<file path="src/rtl/mtf_pkg.sv">
package mtf_pkg;
  localparam int PC_W   = 32;
  localparam int WORD_W = PC_W - 2;

  // next sequential fetch PC: one 4-byte word further, offset bits kept
  function automatic logic [PC_W-1:0] pc_step(input logic [PC_W-1:0] pc);
    return pc + PC_W'(4);
  endfunction

  // memory word address carried by a PC
  function automatic logic [WORD_W-1:0] pc_word(input logic [PC_W-1:0] pc);
    return pc[PC_W-1:2];
  endfunction

  // byte offset kept for use inside the pipeline
  function automatic logic [1:0] pc_byte(input logic [PC_W-1:0] pc);
    return pc[1:0];
  endfunction
endpackage

</file>
<file path="src/rtl/mtf_pc_slot.sv">
module mtf_pc_slot
  import mtf_pkg::*;
#(
  parameter int          TID_W    = 1,
  parameter int          SLOT_ID  = 0,
  parameter logic [31:0] RESET_PC = '0
) (
  input  logic             clk,
  input  logic             rst_n,
  input  logic [TID_W-1:0] sel_tid,
  input  logic             fire,
  input  logic             redir_valid,
  input  logic [TID_W-1:0] redir_tid,
  input  logic [PC_W-1:0]  redir_target,
  output logic [PC_W-1:0]  pc
);
  logic hit_redir;
  logic hit_step;

  assign hit_redir = redir_valid && (redir_tid == TID_W'(SLOT_ID));
  assign hit_step  = fire && (sel_tid == TID_W'(SLOT_ID));

  always_ff @(posedge clk) begin
    if (!rst_n)         pc <= RESET_PC;
    else if (hit_redir) pc <= redir_target;   // redirect beats sequential step
    else if (hit_step)  pc <= pc_step(pc);
  end
endmodule

</file>
<file path="src/rtl/mtf_pc_select.sv">
module mtf_pc_select
  import mtf_pkg::*;
#(
  parameter int NUM_THREADS = 2,
  parameter int TID_W       = 1
) (
  input  logic [NUM_THREADS-1:0][PC_W-1:0] pcs,
  input  logic [TID_W-1:0]                 sel,
  output logic [PC_W-1:0]                  pc_out
);
  always_comb begin
    pc_out = '0;
    for (int i = 0; i < NUM_THREADS; i++)
      if (sel == TID_W'(i)) pc_out = pcs[i];
  end
endmodule

</file>
<file path="src/rtl/mtf_flush_gen.sv">
module mtf_flush_gen #(
  parameter int TID_W = 1
) (
  input  logic             clk,
  input  logic             rst_n,
  input  logic             redir_valid,
  input  logic [TID_W-1:0] redir_tid,
  output logic             flush,
  output logic [TID_W-1:0] flush_tid
);
  always_ff @(posedge clk) begin
    if (!rst_n) begin
      flush     <= 1'b0;
      flush_tid <= '0;
    end else begin
      flush     <= redir_valid;
      flush_tid <= redir_valid ? redir_tid : flush_tid;
    end
  end
endmodule

</file>
<file path="src/rtl/mt_fetch_unit.sv">
module mt_fetch_unit
  import mtf_pkg::*;
#(
  parameter int          NUM_THREADS = 2,
  parameter logic [31:0] RESET_PC    = '0,
  localparam int         TID_W       = (NUM_THREADS > 1) ? $clog2(NUM_THREADS) : 1
) (
  input  logic              clk,
  input  logic              rst_n,
  input  logic [TID_W-1:0]  thread_sel,
  input  logic              req_ready,
  input  logic              redir_valid,
  input  logic [TID_W-1:0]  redir_tid,
  input  logic [31:0]       redir_target,
  output logic              req_valid,
  output logic [29:0]       req_addr,
  output logic [1:0]        req_off,
  output logic [TID_W-1:0]  req_tid,
  output logic              flush,
  output logic [TID_W-1:0]  flush_tid
);
  logic [NUM_THREADS-1:0][PC_W-1:0] pcs;
  logic [PC_W-1:0]                  sel_pc;
  logic                             fire;

  assign req_valid = rst_n;
  assign fire      = req_valid && req_ready;

  for (genvar t = 0; t < NUM_THREADS; t++) begin : g_slot
    mtf_pc_slot #(
      .TID_W(TID_W), .SLOT_ID(t), .RESET_PC(RESET_PC)
    ) u_slot (
      .clk(clk), .rst_n(rst_n), .sel_tid(thread_sel), .fire(fire),
      .redir_valid(redir_valid), .redir_tid(redir_tid),
      .redir_target(redir_target), .pc(pcs[t])
    );
  end

  mtf_pc_select #(.NUM_THREADS(NUM_THREADS), .TID_W(TID_W)) u_sel (
    .pcs(pcs), .sel(thread_sel), .pc_out(sel_pc)
  );

  assign req_addr = pc_word(sel_pc);
  assign req_off  = pc_byte(sel_pc);
  assign req_tid  = thread_sel;

  mtf_flush_gen #(.TID_W(TID_W)) u_flush (
    .clk(clk), .rst_n(rst_n), .redir_valid(redir_valid),
    .redir_tid(redir_tid), .flush(flush), .flush_tid(flush_tid)
  );
endmodule

</file>
<file path="config.mk">
export PLATFORM = sky130hd
export DESIGN_NAME = mt_fetch_unit
export DESIGN_NICKNAME = d
export VERILOG_FILES = /design/src/rtl/mtf_pkg.sv /design/src/rtl/mtf_pc_slot.sv /design/src/rtl/mtf_pc_select.sv /design/src/rtl/mtf_flush_gen.sv /design/src/rtl/mt_fetch_unit.sv
export SDC_FILE = /design/constraint.sdc
export NUM_CORES = 1
export LEC_CHECK = 0
export ABC_AREA = 1
export ABC_CLOCK_PERIOD_IN_PS = 2000
export BUFFER_PORTS_ARGS = -buffer_cell sky130_fd_sc_hd__buf_2
export CAP_MARGIN = 20
export CELL_PAD_IN_SITES_DETAIL_PLACEMENT = 0
export CELL_PAD_IN_SITES_GLOBAL_PLACEMENT = 2
export CORE_ASPECT_RATIO = 1.4
export CORE_UTILIZATION = 30
export DETAILED_ROUTE_END_ITERATION = 16
export PLACE_DENSITY = 0.89
export SLEW_MARGIN = 20
export SYNTH_ARGS = -nofsm -noshare
export SYNTH_HDL_FRONTEND = slang
export SYNTH_SLANG_ARGS = --single-unit
export TNS_END_PERCENT = 5
</file>
<file path="constraint.sdc">
create_clock -name clk -period 2 [get_ports clk]
set_clock_uncertainty 0.05 [all_clocks]
set_input_delay 0.1 -clock clk [delete_from_list [all_inputs] [get_ports clk]]
set_output_delay 0.1 -clock clk [all_outputs]
set_load 0.1 [all_outputs]
</file>
==> results.ini, run 1 <==
[outcome]
outcome = finished, final reports clean

[global_routing]
first_global_vias = 5048
track_usage = 0.222
grt-ovfl-total = 0
grt_max_degree = 34
antenna_found_initial = 0
grt_pass1_wl_um = 27700

[placed_design]
place_congestion = 0.828
placed_cell_area_um2 = 5830
hpwlAfterDp_um = 13700
portBuffers = 73

[logic_synthesis]
synth-simple-area-share = 0.417
synth_commonest_cells = nand2_1, inv_1, nor2_1
synthDistinctLibCells = 35
synth_top_family_by_area = simple AND/OR/NAND/NOR gates
synth_top_cell_by_area = dfxtp_1
synth_area_um2 = 4870
synthCells = 814
synth_seq_cells = 66
synth_edf_count = 0
ys_seq_area_frac = 0.271
synth-compound-area-share = 0.151
avgSynthCellArea_um2 = 5.99
synth_xor_area_frac = 0.0306
muxShareOfSynthArea = 0
synth_warnings = 0
synth-async-reset-ratio = 0
synth_flop_cell = dfxtp_1
synth_nets = 854
synth.most_common_cell = nand2_1
synth_top_cells_by_area = dfxtp_1, nand2_1, inv_1
synthAdderAreaFrac = 0.00513
yosysTopAreaCellShare = 0.271

[timing]
setup_viol = 0
post-route-period-util = 0.849
slew_headroom = 0.602
worst_pin_slew_ps = 590
fin_crit_ps = 1700
hold_viol_final = 0
hold_ws_ps = 11.4
drv_slew = 0
rsz0062_at_grt = false
fmax_ghz = 0.589

[die]
std_cell_rows = 54
initial_core_util = 0.310
die_area_um2 = 16800
pin_count = 74
coreArea_um2 = 15700
die_x_um = 110
die_h_um = 153

[detailed_routing]
drtAntennaViolNets = 0
viasPerCell = 4.82
drtIter0Drc = 241
vias = 5225
routed_wl_um = 17500
wl_per_cell_um = 16.2
drcViolationCount = 0
drt_pass1_iterations = 5

[worst_setup_path]
crit_buf_inv = 2
critical_path.slowest_cell = dfxtp_1
cp-start-kind = flip-flop
worstSetupEndpointType = output port
critical_path_class = reg2out
cp_data_required_time_ps = 1850
cp.arrival_ps = 1550
path_cells = inv_1 -> o21ai_0 -> buf_12
cp_top_family = flip-flops
max_stage_delay_ps = 430
path_max_fanout = 4

[layout]
n_antenna_cell = 0
seq_area_um2 = 1320
n_fill_cell = 1724
fin_nets = 924
multi_input_area_um2 = 2940
final_layout_size_suffix_gt1_frac = 0.173
syn_to_final_growth_pct = 26.4
postLayoutCellArea_um2 = 6160

[clocking]
cts.clk_slew.worst_paths_ps = 50
cts_resized = 0
insertion_delay_ps = 340
cts.path.max_buffers = 2
h-tree-depth = 3
clock-root-buffer = clkbuf_16
ctsHoldBuffers = 3
cts_sinks = 66
cts_setup_buffers = 0
cts_buffers = 9
cts_tree = done

[min_path]
holdCritPathClass = in2reg

[pwr]
p_leak_nw = 2.61
ir_worst_vdd_uv = 351
p_per_area_nw_per_um2 = 664

[job]
drv_cap = 0

==> flip-flops by register name (all words and copies together), names as in the netlist <==
name / flops
g_slot.u_slot.pc: 64
u_flush.flush: 1
u_flush.flush_tid: 1
==> worst register-to-register path, delay by kind of cell (launching register included) <==
family                     cells  cell delay, ps
and+or+nand+nor                8             890
DFF                            1             410
adders and majority gates      1             200
buffers and inverters          1              30
==> per-layer routing <==
layer  vias up  wire length, um  global-route usage
li1       2715                -                   -
met1      2387             7710               0.276
met2        92             8840               0.387
met3        31              465              0.0235
met4         0              530              0.0838
met5         -                0                   0
==> path summary, 6_finish.rpt <==
kind	depth (start not counted)	start	slack (ps)	to
max	3	g_slot[0].u_slot.pc[10]	300	req_addr[8]
min	3	redir_target[6]	10	g_slot[1].u_slot.pc[6]
max reg2reg	10	g_slot[1].u_slot.pc[2]	320	g_slot[1].u_slot.pc[28]
min reg2reg	2	g_slot[1].u_slot.pc[0]	440	g_slot[1].u_slot.pc[0]
==> metrics by stage <==
stage / setup WS [ps] / utilization / setup TNS, ps / cells / power [W]
floorplan: -730 / - / -17180 / 814 / 0.00213
global placement: 344 / 0.370 / 0 / 1066 / 0.00249
detailed placement: 323 / 0.370 / 0 / 1066 / 0.00248
CTS: 280 / 0.391 / 0 / 1085 / 0.00412
global route: 157 / 0.391 / 0 / 1085 / 0.00425
finish: 303 / 0.391 / 0 / 1085 / 0.00409
==> cells in the final DEF (no fill, tap or decap), drive strengths merged <==
cell         netlist  final
xor2              15     15
a21oi             41     41
ha                 2      2
buf               14     87
nand3             62     62
inv              121    121
dfxtp             66     66
clkbuf            17     14
or2                1      1
dlygate4sd3        0      3
xnor2              2      2
o21ai             53     53
bufinv             0      1
a22oi              1      1
clkinv             0      1
and3               1      1
a211oi             2      2
nand4              7      7
o22ai             19     19
nor2              98     98
nor3               2      2
o211ai             2      2
and2               3      3
nand3b             2      2
a31oi             14     14
o21bai             2      2
nand2            267    267
==> kinds of logic (layout without fill, tap and decap cells) <==
kind of cell,count (synthesis),in the layout
AOI/OAI and AO/OA,134,134
xor gates and xnor gates,17,17
adders and majority gates,2,2
buffers and inverters,152,227
DFF,66,66
and+or+nand+nor,443,443
==> where the power goes <==
part           internal (W)  total (W)  switching (W)  leakage [nW]
Clock               0.00103    0.00163       0.000595         0.147
Combinational      0.000292   0.000980       0.000688          1.92
Sequential          0.00139    0.00148      0.0000904         0.542
==> final cells by class <==
type | count | area share
multi-input cells | 596 | 0.478
clock inverters | 2 | 0.00569
repair buffers | 90 | 0.146
inverters | 121 | 0.0737
well taps | 196 | 0.0398
clock buffers | 14 | 0.0429
flip-flops and latches | 66 | 0.214
Note: power is estimated with default switching activity, not from simulation.
==> run 2: changes to the inputs <==
--- a/config.mk
+++ b/config.mk
@@ -5,16 +5,16 @@
 export SDC_FILE = /design/constraint.sdc
 export NUM_CORES = 1
 export LEC_CHECK = 0
-export ABC_AREA = 1
-export ABC_CLOCK_PERIOD_IN_PS = 2000
+export ABC_AREA = 0
+export ABC_CLOCK_PERIOD_IN_PS = 1700
 export BUFFER_PORTS_ARGS = -buffer_cell sky130_fd_sc_hd__buf_2
 export CAP_MARGIN = 20
 export CELL_PAD_IN_SITES_DETAIL_PLACEMENT = 0
 export CELL_PAD_IN_SITES_GLOBAL_PLACEMENT = 2
 export CORE_ASPECT_RATIO = 1.4
-export CORE_UTILIZATION = 30
+export CORE_UTILIZATION = 32
 export DETAILED_ROUTE_END_ITERATION = 16
-export PLACE_DENSITY = 0.89
+export PLACE_DENSITY = 0.88
 export SLEW_MARGIN = 20
 export SYNTH_ARGS = -nofsm -noshare
 export SYNTH_HDL_FRONTEND = slang
==> constraint.sdc (replaced) <==
create_clock -name clk -period 1.7 [get_ports clk]
set_clock_uncertainty 0.05 [all_clocks]
set_input_delay 0.085 -clock clk [delete_from_list [all_inputs] [get_ports clk]]
set_output_delay 0.085 -clock clk [all_outputs]
set_load 0.1 [all_outputs]
==> run 2 against run 1 <==
  * Critical path depth grew 2
  * Synthesized area shrank 22%
  * The flow now finishes with violations (setup timing)
  * Via count shrank 22%
  * Synthesized cell count shrank 43%
  * Wire length shrank 26%
  * Clock power grew 6%
  * Sequential cell count is the same
  * Non-clock buffer count grew 93
==> results.ini, run 2 <==
[outcome]
outcome = finished with violations  ; was finished, final reports clean
violations = setup timing

[global_routing]
grt-ovfl-total = 0  ; unchanged
track_usage = 0.218  ; was 0.222
antenna_found_initial = 0  ; unchanged
grt_max_degree = 64  ; was 34
grt_pass1_wl_um = 20800  ; was 27700 um
first_global_vias = 4186  ; was 5048

[logic_synthesis]
synth_flop_cell = dfxtp_1  ; unchanged
synth-async-reset-ratio = 0  ; unchanged
synth_top_cell_by_area = dfxtp_1  ; unchanged
synth_commonest_cells = dfxtp_1, o21ai_0, a21oi_1  ; was nand2_1, inv_1, nor2_1
synth_edf_count = 0  ; unchanged
synth_area_um2 = 3820  ; was 4870 um^2
synthDistinctLibCells = 39  ; was 35
synth_top_cells_by_area = dfxtp_1, mux2_2, xnor2_1  ; was dfxtp_1, nand2_1, inv_1
synthCells = 463  ; was 814
ys_seq_area_frac = 0.346  ; was 0.271
synth_seq_cells = 66  ; unchanged
avgSynthCellArea_um2 = 8.26  ; was 5.99 um^2
yosysTopAreaCellShare = 0.346  ; was 0.271
synth_nets = 503  ; was 854
synth.most_common_cell = dfxtp_1  ; was nand2_1
synth_warnings = 0  ; unchanged

[pwr]
clkPwrFrac = 0.353  ; was 0.398
switchingPower_w = 0.00163  ; was 0.00137 W
internal-power_w = 0.00328  ; was 0.00272 W
seqPwrFrac = 0.355  ; was 0.362
p_comb_frac = 0.292  ; was 0.240
p_sw_frac = 0.332  ; was 0.336
p_leak_nw = 2.56  ; was 2.61 nW
ir_worst_vdd_uv = 488  ; was 351 uV
p_per_area_nw_per_um2 = 787  ; was 664 nW/um^2

[clocking]
clock-root-buffer = clkbuf_16  ; unchanged
cts_buffers = 9  ; unchanged
cts_tree = done  ; unchanged
h-tree-depth = 3  ; unchanged
insertion_delay_ps = 330  ; was 340 ps
cts.path.max_buffers = 2  ; unchanged
cts_sinks = 66  ; unchanged
cts.clk_slew.worst_paths_ps = 50  ; about the same

[timing]
setup_ws_ps = -150  ; was 303 ps
slew_headroom = 0.637  ; was 0.602
worst_pin_slew_ps = 543  ; was 590 ps
post-route-period-util = 1.09
hold_viol_final = 0  ; unchanged
fmax_ghz = 0.540
setup_viol = 22  ; was 0
drv_slew = 0  ; unchanged
fin_crit_ps = 1850
hold_ws_ps = 0.205  ; was 11.4 ps
rsz0062_at_grt = true  ; was false
setup_tns_ps = -1000  ; was 0 ps

[job]
drv_cap = 0  ; unchanged

[worst_setup_path]
path_max_fanout = 5  ; was 4
cp_data_required_time_ps = 1890  ; was 1850 ps
worstSetupEndpointType = flip-flop  ; was output port
cp-start-kind = flip-flop  ; unchanged
cp.arrival_ps = 2040  ; was 1550 ps
critical_path_class = reg2reg  ; was reg2out

[detailed_routing]
drtAntennaViolNets = 0  ; unchanged
wl_met1_um = 5360  ; was 7710 um
drt_pass1_iterations = 4  ; was 5
vias = 4093  ; was 5225
routed_wl_um = 13000  ; was 17500 um
drcViolationCount = 0  ; unchanged
wl_met3_um = 373  ; was 465 um
drtIter0Drc = 205  ; was 241
viasPerCell = 5.28  ; was 4.82
wl_per_cell_um = 16.7  ; was 16.2 um
met2WireLength_um = 6820  ; was 8840 um
top_layer = met4  ; unchanged

[layout]
final_layout_size_suffix_gt1_frac = 0.422  ; was 0.173
instances_no_fill = 775  ; was 1085
fin_nets = 667  ; was 924
final_common_cell = buf_4  ; was nand2_1
layout_common_cells = buf_4, dfxtp_1, a21oi_1, o21ai_0, buf_2  ; was nand2_1, inv_1, nor2_1, dfxtp_1, nand3_1
regMostFlops = g_slot.u_slot.pc  ; unchanged
postLayoutCellArea_um2 = 6230  ; was 6160 um^2
syn_to_final_growth_pct = 63.0  ; was 26.4%
utilization = 0.541  ; was 0.391
largest_reg_flops = 64  ; unchanged
n_antenna_cell = 0  ; unchanged
top_regs = g_slot.u_slot.pc: 64 flops, u_flush.flush: 1 flops, u_flush.flush_tid: 1 flops  ; unchanged

[die]
initial_core_util = 0.332  ; was 0.310
coreArea_um2 = 11500  ; was 15700 um^2
die_x_um = 94.4  ; was 110 um
pin_count = 74  ; unchanged
die_area_um2 = 12400  ; was 16800 um^2
std_cell_rows = 46  ; was 54
die_h_um = 131  ; was 153 um

[placed_design]
dpl.cell_count = 743  ; was 1066
place_congestion = 0.832  ; was 0.828
portBuffers = 73  ; unchanged
hpwlAfterDp_um = 9320  ; was 13700 um
placed_cell_area_um2 = 5460  ; was 5830 um^2

[min_path]
holdCritPathClass = in2reg  ; unchanged

==> run 2: timing repair <==
item | CTS | global route
hold endpoints to repair | 16 | 0
endpoints found under the setup margin | 30 | 45
buffers inserted | 4 | 0
pin swaps | 13 | 37
resized for setup | 41 | 31
hold buffers | 15 | 0
==> run 2: logic make-up (layout without fill, tap and decap cells) <==
group,Yosys count,in the layout,share of synthesized area
fa+ha+maj,2,2,0.00654
buf+inv,37,205,0.0406
flops,66,66,0.346
compound gates,113,113,0.159
xor+xnor,55,55,0.126
simple gates,162,162,0.240
mux,28,28,0.0825
==> run 2: worst max-delay path: stages (launching register included) <==
cell and delay, ps:
dfxtp_4 370, ha_4 130, nand4_1 130, or3_4 480, or3_1 330, a311oi_1 270
==> run 2: per-stage QoR <==
stage	setup WS [ps]	total power, W
detailed placement	-246	0.00315
finish	-150	0.00491
floorplan	-313	0.00256
global route	-184	0.00507
CTS	-103	0.00491
global placement	-218	0.00313
==> run 2: power by group through the flow <==
stage | sequential (W) | combinational [W] | clock [W]
CTS | 0.00174 | 0.00142 | 0.00175
global placement | 0.00176 | 0.00137 | 0
global route | 0.00176 | 0.00150 | 0.00181
floorplan | 0.00180 | 0.000767 | 0
finish | 0.00174 | 0.00143 | 0.00173
detailed placement | 0.00177 | 0.00138 | 0
==> run 2: metal layers <==
metal,global-route usage,vias up
met5,0,-
met4,0.119,0
met3,0.0255,29
met2,0.384,73
met1,0.250,1979
li1,-,2012
==> run 2: area by class of cell <==
| class | instances | area, um^2 |
|---|---|---|
| Clock buffer | 12 | 256 |
| Clock inverter | 3 | 15.0 |
| Fill cell | 1074 | 5280 |
| Inverter | 7 | 26.3 |
| Multi-Input combinational cell | 360 | 2650 |
| Sequential cell | 66 | 1340 |
| Tap cell | 144 | 180 |
| Timing Repair Buffer | 183 | 1760 |
==> run 2: final timing paths <==
| check | from | to | slack [ps] | cells after the start |
|---|---|---|---|---|
| hold / removal | redir_target[10] | g_slot[0].u_slot.pc[10] | 0.2 | 3 |
| setup reg to reg | g_slot[1].u_slot.pc[3] | g_slot[1].u_slot.pc[16] | -150 | 5 |
| hold reg to reg | g_slot[1].u_slot.pc[1] | g_slot[1].u_slot.pc[1] | 410 | 2 |
| setup / recovery | g_slot[1].u_slot.pc[3] | g_slot[1].u_slot.pc[16] | -150 | 5 |
==> run 3: changes to the inputs <==
--- a/config.mk
+++ b/config.mk
@@ -12,11 +12,13 @@
 export CELL_PAD_IN_SITES_DETAIL_PLACEMENT = 0
 export CELL_PAD_IN_SITES_GLOBAL_PLACEMENT = 2
 export CORE_ASPECT_RATIO = 1.4
-export CORE_UTILIZATION = 32
+export CORE_MARGIN = 2
+export CORE_UTILIZATION = 34
 export DETAILED_ROUTE_END_ITERATION = 16
-export PLACE_DENSITY = 0.88
+export PLACE_DENSITY = 0.89
 export SLEW_MARGIN = 20
 export SYNTH_ARGS = -nofsm -noshare
 export SYNTH_HDL_FRONTEND = slang
+export SYNTH_HIERARCHICAL = 1
 export SYNTH_SLANG_ARGS = --single-unit
 export TNS_END_PERCENT = 5
==> run 3 against run 2 <==
  * The flow still finishes with violations (setup timing)
  * Total power increased by 4.7%
  * Cell count shrank 5.8%
  * Non-clock buffer count is 34 lower
  * Worst hold slack gained 8.2 ps
  * Fmax rose by 8.7%
  * Sequential cell count did not move
  * Worst setup slack improved by 150 ps
  * Combinational power barely moved
  * Wire length fell by 8.0%
  * Die area up 4.0%
  * Via count is 6.1% lower
  * Largest power group is now the clock network
  * Highest routed layer unchanged
==> results.ini, run 3 <==
[worst_setup_path]
timing.rr.end = g_slot[1].u_slot/pc[31]  ; was g_slot[1].u_slot.pc[16]
path_max_fanout = 3  ; was 5
rrSetupSlack_ps = -3  ; was -150 ps
startpoint = g_slot[1].u_slot/pc[21]  ; was g_slot[1].u_slot.pc[3]
critical_path_class = reg2reg  ; unchanged
cp.arrival_ps = 1870  ; was 2040 ps
r2r_cells = 5  ; unchanged
worstSetupEndpointType = flip-flop  ; unchanged
cp_data_required_time_ps = 1870  ; was 1890 ps
cp-start-kind = flip-flop  ; unchanged
r2r-start = g_slot[1].u_slot/pc[21]  ; was g_slot[1].u_slot.pc[3]
endpoint = g_slot[1].u_slot/pc[31]  ; was g_slot[1].u_slot.pc[16]

[layout]
n_antenna_cell = 0  ; unchanged
syn_to_final_growth_pct = 46.4  ; was 63.0%
final_common_cell = buf_4  ; unchanged
fin_nets = 618  ; was 667
layout_common_cells = buf_4, dfxtp_1, o21ai_0, a21oi_1, buf_2  ; was buf_4, dfxtp_1, a21oi_1, o21ai_0, buf_2
postLayoutCellArea_um2 = 5970  ; was 6230 um^2
top_regs = g_slot.u_slot/pc: 64 flops, u_flush/flush: 1 flops, u_flush/flush_tid: 1 flops  ; was g_slot.u_slot.pc: 64 flops, u_flush.flush: 1 flops, u_flush.flush_tid: 1 flops
largest_reg_flops = 64  ; unchanged
final_layout_size_suffix_gt1_frac = 0.377  ; was 0.422
regMostFlops = g_slot.u_slot/pc  ; was g_slot.u_slot.pc

[clocking]
insertion_delay_ps = 330  ; about the same
cts.path.max_buffers = 2  ; unchanged
clock-root-buffer = clkbuf_16  ; unchanged
cts.clk_slew.worst_paths_ps = 50  ; about the same
h-tree-depth = 3  ; unchanged
cts_sinks = 66  ; unchanged
cts_buffers = 9  ; unchanged
cts_tree = done  ; unchanged

[timing]
setup_viol = 1  ; was 22
post-route-period-util = 1.00  ; was 1.09
fin_crit_ps = 1700  ; was 1850 ps
rsz0062_at_grt = true  ; unchanged
slew_headroom = 0.641  ; was 0.637
hold_viol_final = 0  ; unchanged
setup_ws_ps = -2.63  ; was -150 ps
worst_pin_slew_ps = 539  ; was 543 ps
fmax_ghz = 0.587  ; was 0.540 GHz
drv_slew = 0  ; unchanged

[logic_synthesis]
synth_top_cell_by_area = dfxtp_1  ; unchanged
synth_edf_count = 0  ; unchanged
synth_seq_cells = 66  ; unchanged
synth-async-reset-ratio = 0  ; unchanged
synth_flop_cell = dfxtp_1  ; unchanged
synth_top_cells_by_area = dfxtp_1, mux2_4, xnor2_1  ; was dfxtp_1, mux2_2, xnor2_1
avgSynthCellArea_um2 = 9.12  ; was 8.26 um^2
ys_seq_area_frac = 0.324  ; was 0.346
synthCells = 447  ; was 463
yosysTopAreaCellShare = 0.324  ; was 0.346
synth_area_um2 = 4080  ; was 3820 um^2
synthDistinctLibCells = 48  ; was 39
synth_commonest_cells = dfxtp_1, a21oi_1, o21ai_0  ; was dfxtp_1, o21ai_0, a21oi_1
synth.most_common_cell = dfxtp_1  ; unchanged
synth_warnings = 6  ; was 0
synth_nets = 487  ; was 503

[global_routing]
grt-ovfl-total = 0  ; unchanged
grt_pass1_wl_um = 19200  ; was 20800 um
grt_max_degree = 59  ; was 64
track_usage = 0.192  ; was 0.218
first_global_vias = 3845  ; was 4186
antenna_found_initial = 0  ; unchanged

[detailed_routing]
drt_pass1_iterations = 4  ; unchanged
vias = 3843  ; was 4093
drcViolationCount = 0  ; unchanged
viasPerCell = 5.26  ; was 5.28
routed_wl_um = 11900  ; was 13000 um
drtAntennaViolNets = 0  ; unchanged
wl_per_cell_um = 16.3  ; was 16.7 um
drtIter0Drc = 207  ; was 205

[min_path]
hold_depth = 3  ; unchanged
min_from = redir_target[9]  ; was redir_target[10]
holdCritPathClass = in2reg  ; unchanged

[pwr]
seqPwrFrac = 0.342  ; was 0.355
clkPwrFrac = 0.382  ; was 0.353
p_leak_nw = 2.49  ; was 2.56 nW
p_sw_frac = 0.312  ; was 0.332
internal-power_w = 0.00353  ; was 0.00328 W
switchingPower_w = 0.00160  ; was 0.00163 W
p_per_area_nw_per_um2 = 860  ; was 787 nW/um^2
ir_worst_vdd_uv = 518  ; was 488 uV
p_comb_frac = 0.276  ; was 0.292

[die]
die_x_um = 96.5  ; was 94.4 um
pin_count = 74  ; unchanged
die_h_um = 134  ; was 131 um
coreArea_um2 = 11800  ; was 11500 um^2
die_area_um2 = 12900  ; was 12400 um^2
std_cell_rows = 47  ; was 46
initial_core_util = 0.347  ; was 0.332

[placed_design]
placed_cell_area_um2 = 5360  ; was 5460 um^2
dp_worst_setup_slack_ps = -80.2  ; was -246 ps
portBuffers = 73  ; unchanged
hpwlAfterDp_um = 8690  ; was 9320 um
place_congestion = 0.808  ; was 0.832

[outcome]
outcome = finished with violations  ; unchanged
violations = setup timing  ; unchanged

[job]
drv_cap = 0  ; unchanged

[run 3: metal layers]
layer / vias to the layer above / share of wire / track usage
li1: 1885 / - / -
met1: 1853 / 0.41 / 0.225
met2: 83 / 0.53 / 0.340
met3: 22 / 0.034 / 0.0300
met4: 0 / 0.027 / 0.0806
met5: - / 0 / 0
[run 3: cell families (layout without fill, tap and decap cells)]
group,Yosys count,after routing,synth area share
AND/OR/NAND/NOR,152,152,0.224
AO/OA/AOI/OAI,102,102,0.139
flip-flops,66,66,0.324
XOR/XNOR,56,56,0.120
multiplexers,37,37,0.128
buffers and inverters,32,168,0.0586
adder cells (fa/ha/maj),2,2,0.00614
[run 3: worst min-delay path by stage]
stage                                    to
global placement     g_slot[1].u_slot/pc[0]
global route        g_slot[0].u_slot/pc[24]
detailed placement   g_slot[1].u_slot/pc[0]
CTS                 g_slot[0].u_slot/pc[29]
floorplan            g_slot[0].u_slot/pc[0]
finish               g_slot[0].u_slot/pc[9]
[run 3: worst max-delay path, stage by stage, from the launching register on]
cell,delay [ps]
dfxtp_1,350
nand4_2,120
or4_4,580
nor4_4,170
mux2i_1,230
nand3_1,90
[run 3: metrics by stage]
stage	setup TNS [ps]	util	hold WS, ps	std cells	power [W]
after floorplan	-9.58	-	163	447	0.00265
after global placement	-31.1	0.456	293	697	0.00316
after detailed placement	-341	0.456	296	697	0.00317
after CTS	-164	0.497	1.55	729	0.00517
after global routing	-154	0.508	24.0	730	0.00531
final	-2.63	0.508	8.41	730	0.00514
[run 3: power groups by stage]
| stage | clock network, W | logic [W] | registers [W] |
|---|---|---|---|
| floorplan | 0 | 0.000851 | 0.00180 |
| global placement | 0 | 0.00139 | 0.00177 |
| detailed placement | 0 | 0.00139 | 0.00178 |
| CTS | 0.00200 | 0.00142 | 0.00175 |
| global route | 0.00206 | 0.00149 | 0.00177 |
| finish | 0.00196 | 0.00142 | 0.00176 |
[run 3: cell type report]
cell class / instances / area (um^2)
fillers: 1071 / 5790
multi-input cells: 349 / 2640
inverters: 3 / 11.3
clock inverters: 1 / 30.0
clock buffers: 15 / 288
well taps: 147 / 184
repair buffers: 149 / 1480
flip-flops and latches: 66 / 1330
[run 3: repair_timing]
action                                  4_1_cts  5_1_grt
gates resized for setup                       2       28
endpoints found under the hold margin        19        0
hold buffers                                 16        0
endpoints found under the setup margin        4       21
pin swaps                                     0        6
setup buffers                                 0        1
